File: src/rtl/sar_pkg.sv
package sar_pkg;
  typedef enum logic [1:0] {
    PH_IDLE = 2'd0,
    PH_LOAD = 2'd1,
    PH_CONV = 2'd2
  } sar_phase_e;
endpackage

File: src/rtl/sar_prescaler.sv
module sar_prescaler #(
  parameter int DIV = 4
) (
  input  logic clk,
  input  logic rst,
  input  logic run,
  input  logic restart,
  output logic tick
);
  localparam int CW = (DIV > 1) ? $clog2(DIV) : 1;
  localparam logic [CW-1:0] LAST = CW'(DIV - 1);

  logic [CW-1:0] cnt;

  assign tick = run && !restart && (cnt == LAST);

  always_ff @(posedge clk) begin
    if (rst || restart || !run || tick) begin
      cnt <= '0;
    end else begin
      cnt <= cnt + 1'b1;
    end
  end
endmodule

File: src/rtl/sar_phase_fsm.sv
module sar_phase_fsm
  import sar_pkg::*;
#(
  parameter int LOAD_TICKS = 4,
  parameter int RES        = 8
) (
  input  logic                   clk,
  input  logic                   rst,
  input  logic                   start,
  input  logic                   stop,
  input  logic                   tick,
  output logic                   in_load,
  output logic                   enter_conv,
  output logic                   step,
  output logic                   finish,
  output logic [$clog2(RES)-1:0] bit_idx
);
  localparam int MAXT = (LOAD_TICKS > RES) ? LOAD_TICKS : RES;
  localparam int TW   = $clog2(MAXT);
  localparam logic [TW-1:0] LOAD_LAST = TW'(LOAD_TICKS - 1);
  localparam logic [TW-1:0] CONV_LAST = TW'(RES - 1);
  localparam int IW = $clog2(RES);

  sar_phase_e    phase;
  logic [TW-1:0] tcnt;

  assign in_load    = (phase == PH_LOAD);
  assign enter_conv = tick && (phase == PH_LOAD) && (tcnt == LOAD_LAST);
  assign step       = tick && (phase == PH_CONV);
  assign finish     = step && (tcnt == CONV_LAST);
  // trial position counts down from the MSB
  assign bit_idx    = IW'(RES - 1) - IW'(tcnt);

  always_ff @(posedge clk) begin
    if (rst || stop) begin
      phase <= PH_IDLE;
      tcnt  <= '0;
    end else if (start) begin
      phase <= PH_LOAD;
      tcnt  <= '0;
    end else if (tick) begin
      unique case (phase)
        PH_LOAD: begin
          if (tcnt == LOAD_LAST) begin
            phase <= PH_CONV;
            tcnt  <= '0;
          end else begin
            tcnt <= tcnt + 1'b1;
          end
        end
        PH_CONV: begin
          if (tcnt == CONV_LAST) begin
            phase <= PH_LOAD;
            tcnt  <= '0;
          end else begin
            tcnt <= tcnt + 1'b1;
          end
        end
        default: begin
          phase <= PH_IDLE;
          tcnt  <= '0;
        end
      endcase
    end
  end
endmodule

File: src/rtl/sar_approx.sv
module sar_approx #(
  parameter int RES = 8
) (
  input  logic                   clk,
  input  logic                   rst,
  input  logic                   clear,
  input  logic                   enter_conv,
  input  logic                   step,
  input  logic                   finish,
  input  logic [$clog2(RES)-1:0] bit_idx,
  input  logic                   cmp_in,
  output logic [RES-1:0]         trial,
  output logic [RES-1:0]         result
);
  localparam logic [RES-1:0] MSB_ONLY = {1'b1, {(RES-1){1'b0}}};

  logic [RES-1:0] decided;

  // resolve the bit under test and arm the next lower one
  always_comb begin
    decided = trial;
    decided[bit_idx] = cmp_in;
    if (bit_idx != '0) begin
      decided[bit_idx - 1'b1] = 1'b1;
    end
  end

  always_ff @(posedge clk) begin
    if (rst) begin
      trial  <= '0;
      result <= '0;
    end else begin
      if (clear || finish) begin
        trial <= '0;
      end else if (enter_conv) begin
        trial <= MSB_ONLY;
      end else if (step) begin
        trial <= decided;
      end
      if (finish && !clear) begin
        result <= decided;
      end
    end
  end
endmodule

File: src/rtl/sar_adc_seq.sv
module sar_adc_seq #(
  parameter int DIV        = 4,
  parameter int LOAD_TICKS = 4,
  parameter int RES        = 8,
  parameter int CHAN_W     = 4
) (
  input  logic              clk,
  input  logic              rst,
  input  logic              wr,
  input  logic              wr_run,
  input  logic [CHAN_W-1:0] wr_chan,
  input  logic              cmp_in,
  output logic              stat_run,
  output logic [CHAN_W-1:0] stat_chan,
  output logic              stat_done,
  output logic [RES-1:0]    data_out,
  output logic [CHAN_W-1:0] chan_sel,
  output logic              sample_en,
  output logic [RES-1:0]    dac_code
);
  localparam int IW = $clog2(RES);

  logic          start;
  logic          stop;
  logic          tick;
  logic          in_load;
  logic          enter_conv;
  logic          step;
  logic          finish;
  logic [IW-1:0] bit_idx;
  logic          run_q;

  assign start = wr && wr_run;
  assign stop  = wr && !wr_run;

  sar_prescaler #(.DIV(DIV)) u_presc (
    .clk     (clk),
    .rst     (rst),
    .run     (run_q),
    .restart (start),
    .tick    (tick)
  );

  sar_phase_fsm #(.LOAD_TICKS(LOAD_TICKS), .RES(RES)) u_fsm (
    .clk        (clk),
    .rst        (rst),
    .start      (start),
    .stop       (stop),
    .tick       (tick),
    .in_load    (in_load),
    .enter_conv (enter_conv),
    .step       (step),
    .finish     (finish),
    .bit_idx    (bit_idx)
  );

  sar_approx #(.RES(RES)) u_sar (
    .clk        (clk),
    .rst        (rst),
    .clear      (wr),
    .enter_conv (enter_conv),
    .step       (step),
    .finish     (finish),
    .bit_idx    (bit_idx),
    .cmp_in     (cmp_in),
    .trial      (dac_code),
    .result     (data_out)
  );

  always_ff @(posedge clk) begin
    if (rst) begin
      run_q     <= 1'b0;
      stat_chan <= '0;
      stat_done <= 1'b0;
      chan_sel  <= '0;
    end else begin
      if (wr) begin
        run_q     <= wr_run;
        stat_chan <= wr_chan;
      end
      if (start) begin
        stat_done <= 1'b0;
        chan_sel  <= wr_chan;
      end else if (finish && !stop) begin
        stat_done <= 1'b1;
        chan_sel  <= stat_chan;
      end
    end
  end

  assign stat_run  = run_q;
  assign sample_en = in_load;
endmodule

File: config.mk
export PLATFORM = sky130hd
export DESIGN_NAME = sar_adc_seq
export DESIGN_NICKNAME = d
export VERILOG_FILES = /design/src/rtl/sar_pkg.sv /design/src/rtl/sar_prescaler.sv /design/src/rtl/sar_phase_fsm.sv /design/src/rtl/sar_approx.sv /design/src/rtl/sar_adc_seq.sv
export SDC_FILE = /design/constraint.sdc
export NUM_CORES = 1
export LEC_CHECK = 0
export CORE_ASPECT_RATIO = 1.75
export CORE_MARGIN = 2
export CORE_UTILIZATION = 54
export CTS_CLUSTER_DIAMETER = 40
export DETAILED_ROUTE_END_ITERATION = 10
export GPL_TIMING_DRIVEN = 0
export PLACE_DENSITY = 0.95
export SLEW_MARGIN = 30
export SYNTH_ARGS = -nofsm -noshare
export SYNTH_HDL_FRONTEND = slang
export SYNTH_SLANG_ARGS = --single-unit
File: constraint.sdc
create_clock -name clk -period 3.85 [get_ports clk]
set_input_delay 0.77 -clock clk [delete_from_list [all_inputs] [get_ports clk]]
set_output_delay 0.77 -clock clk [all_outputs]
set_load 0.05 [all_outputs]
==> summary.md <==
| Metric | Value |
|---|---|
| Layout Nets | `approximately 250` |
| Min-Delay Path Class | `reg2reg` |
| Layout cells sized above 1 | `8.58%` |
| CTS root buf | `clkbuf_8` |
| Starting density of the core | `~57%` |
| Slew HR | `63.3%` |
| DRT Wirelength | `about 4500 µm` |
| Hold Path End | `u_presc.cnt[0]` |
| GRT Overall Usage | `27.9%` |
| Final Skew | `around 0.009 ns` |
| Switch share | `22.5%` |
| Vias | `1658` |
| Cells on worst reg2reg path | `8` |
| Synthesis-stage register bit count | `33` |
| Die height | `77.3 µm` |
| Int Pwr | `0.631 mW` |
| Clock sinks | `33` |
| Resized Gates After CTS | `0` |
| Pwr Density | `374 mW/mm²` |
| Startpoint types | `flop` |
| IO buf count | `35` |
| Gate power share | `8.6%` |
| Core footprint | `0.00293 mm²` |
| WHS Path Cells | `1` |
| Crit end category | `output port` |
| Final Non-Filler Cells | `between 200 and 300` |
| Final setup vio count | `0` |
| Clk pwr share | `48.2%` |
| FF-to-FF End | `chan_sel[3]` |
| Worst-path fanout max | `6` |
| Max_cap viols | `0` |
| RSZ-0062 raised after global routing | `false` |
| Die area | `0.00354 mm²` |
| Vias in the first global route | `roughly 1600` |
| Global-route wire length before repair | `7310 µm` |
| Register area share after synthesis | `39.9%` |
| # hold bufs at CTS | `0` |
| F_max | `393 MHz` |
| Arr. time, crit path | `1.78 ns` |
| Yosys Warn Count | `0` |
| GPL Wtd Cong | `0.788` |
| Largest net degree at the start of global routing | `12` |
| Final hold vios | `0` |
| CTS tree | `yes` |
| Pins Over Slew Limit | `0` |
| Total I/O pin count | `36` |
| Asr flop ratio synth | `0%` |
| Sequential share of power | `roughly 43%` |
| Peak supply drop | `384 µV` |
| Wirelength per Cell | `17.3 µm` |
| # Post-CTS Setup Buffers | `0` |
| EDFF count, synth | `0` |
| Routed vias/inst | `around 6.4` |
| Synthesized area | `0.00166 mm²` |
| Min-Delay Startpoint | `u_presc.cnt[0]` |
| Post-route setup TNS | `0 ns` |
| Num rows | `26` |
| Cells after Synth | `190` |
| Reg2Reg Setup Slack | `approximately 1.7 ns` |
| First-pass iteration count of the detailed router | `4` |
| Layout area overhead | `31.3%` |
| Cells after DPL | `about 250` |
| Clock Pin Slew Worst Setup and Hold Paths | `0.07 ns` |
| WS Path Type | `reg2out` |
| RR Startpoint | `u_fsm.tcnt[1]` |
| Number of routed nets with antenna violations | `0` |
| Die width | `45.9 µm` |
| Psw | `0.183 mW` |
| Initial antenna violation count | `0` |
| Commonest register cell after synthesis | `dfxtp_1` |
| Post-Syn Nets | `206` |
| DR DRC count | `0` |
| Leakage power | `0.766 nW` |
| # diodes | `0` |
| Min Tclk post-route | `~2.5 ns` |
| Final worst-path cycle share | `between 60% and 70%` |
| Critical Path RT | `a little over 3 ns` |
| Num CTS Buffers | `5` |
| Status | `completed` |
| Post-synth cell types | `45` |
| Htree depth | `2` |
| Worst slew pin tran | `0.550 ns` |
| Congestion Overflow GR | `0` |
| Drt initial violations | `56` |
| Synth Area per Inst | `around 8.7 µm²` |
| Longest Clk Path Bufs | `2` |
| Clock Latency Late Sink | `0.30 ns` |
| Post-DP HPWL | `3110 µm` |
-- critical path: stages (launching register included) --
cell             delay (ns)
dfxtp_1                0.36
ha_1                   0.28
clkdlybuf4s50_1        0.84
-- placed cells by master, fill, tap and decap left out, drive strengths merged, types with 3 or more instances in the layout --
cell type and count:
a211oi 8, a21o 4, a21oi 11, a31oi 5, buf 7, clkbuf 8, clkdlybuf4s50 35, dfxtp 33
ha 7, inv 6, nand2 8, nand2b 4, nand3 10, nand3b 10, nor2 16, nor2b 4
nor3 8, o21a 3, o21ai 18
-- worst max-delay path by stage --
stage / startpoint / to / slack [ns] / cells past startpoint
3_3_place_gp: wr_run / u_sar.trial[4] / 1.35 / 5
2_1_floorplan: u_fsm.tcnt[1] / chan_sel[3] / 2.05 / 8
4_1_cts: u_fsm.phase[1] / sample_en / 1.31 / 3
3_5_place_dp: wr_run / u_sar.trial[2] / 1.30 / 5
6_report: u_fsm.phase[0] / sample_en / 1.30 / 2
5_1_grt: u_fsm.phase[1] / sample_en / 1.23 / 3
-- kinds of logic after synthesis --
| kind of cell | share of synthesized area (%) |
|---|---|
| flip-flops | 39.9 |
| multiplexers | 1.21 |
| adder cells (fa/ha/maj) | 5.29 |
| buffers and inverters | 4.83 |
| AO/OA/AOI/OAI | 23.2 |
| AND/OR/NAND/NOR | 25.6 |
-- routing by layer --
metal  vias up  track usage, %  share of wire [%]
li1        775               -                  -
met1       795            29.0                 35
met2        67            47.4                 55
met3        21            6.59                5.3
met4         0            16.0                4.9
met5         -               0                  0
-- metrics by stage --
step                      area [µm²]  hold WS, ns  util, %  setup WS [ns]  power (mW)
after floorplan                 1660        0.405        -           2.05       0.399
after global placement          2040        0.416     69.7           1.35       0.425
after detailed placement        2040        0.420     69.7           1.30       0.427
after CTS                       2180        0.430     74.3           1.31       0.814
after global routing            2180        0.460     74.3           1.23       0.831
final                           2180        0.440     74.3           1.30       0.814
-- flip-flops by register name (all words and copies together), names as in the netlist --
| register | count |
|---|---|
| u_sar.trial | 8 |
| u_sar.result | 8 |
| chan_sel | 4 |
| u_presc.cnt | 2 |
| u_fsm.phase | 2 |
| stat_chan | 4 |
| stat_done | 1 |
| stat_run | 1 |
| u_fsm.tcnt | 3 |
-- cell type report --
type                            count  area, µm²
Buffer                             10       57.6
Sequential cell                    33        661
Multi-Input combinational cell    141        916
Clock buffer                        5       68.8
Tap cell                           28       35.0
Inverter                            6       22.5
Clock inverter                      3       65.1
Fill cell                         212        752
Timing Repair Buffer               35        350
-- cell usage after synthesis, types with 2 or more instances --
library cell  count  area (µm²)
dfxtp_1          33         661
nor2_1           16        60.1
a21oi_1          11        55.1
nand3_1          10        50.1
nand3b_1         10        75.1
o21ai_0          10        50.1
a211oi_1          8        60.1
o21ai_1           8        40.0
ha_1              7        87.6
nand2_1           7        26.3
nor3_1            6        30.0
a31oi_1           5        31.3
inv_1             5        18.8
a21o_1            4        30.0
buf_2             4        20.0
nand2b_1          4        25.0
nor2b_1           4        25.0
clkbuf_1          3        11.3
o21a_1            3        22.5
a32oi_1           2        17.5
and2_1            2        12.5
buf_6             2        22.5
mux2i_1           2        20.0
nor3b_1           2        15.0
or3b_1            2        17.5
-- power groups by stage --
stage	clock, mW	combinational (mW)	sequential (mW)
4_1_cts	0.393	0.0701	0.351
3_5_place_dp	0	0.0678	0.359
5_1_grt	0.406	0.0734	0.351
3_3_place_gp	0	0.0667	0.359
6_report	0.393	0.0703	0.351
2_1_floorplan	0	0.0242	0.375
(Power assumes the default switching activity.)
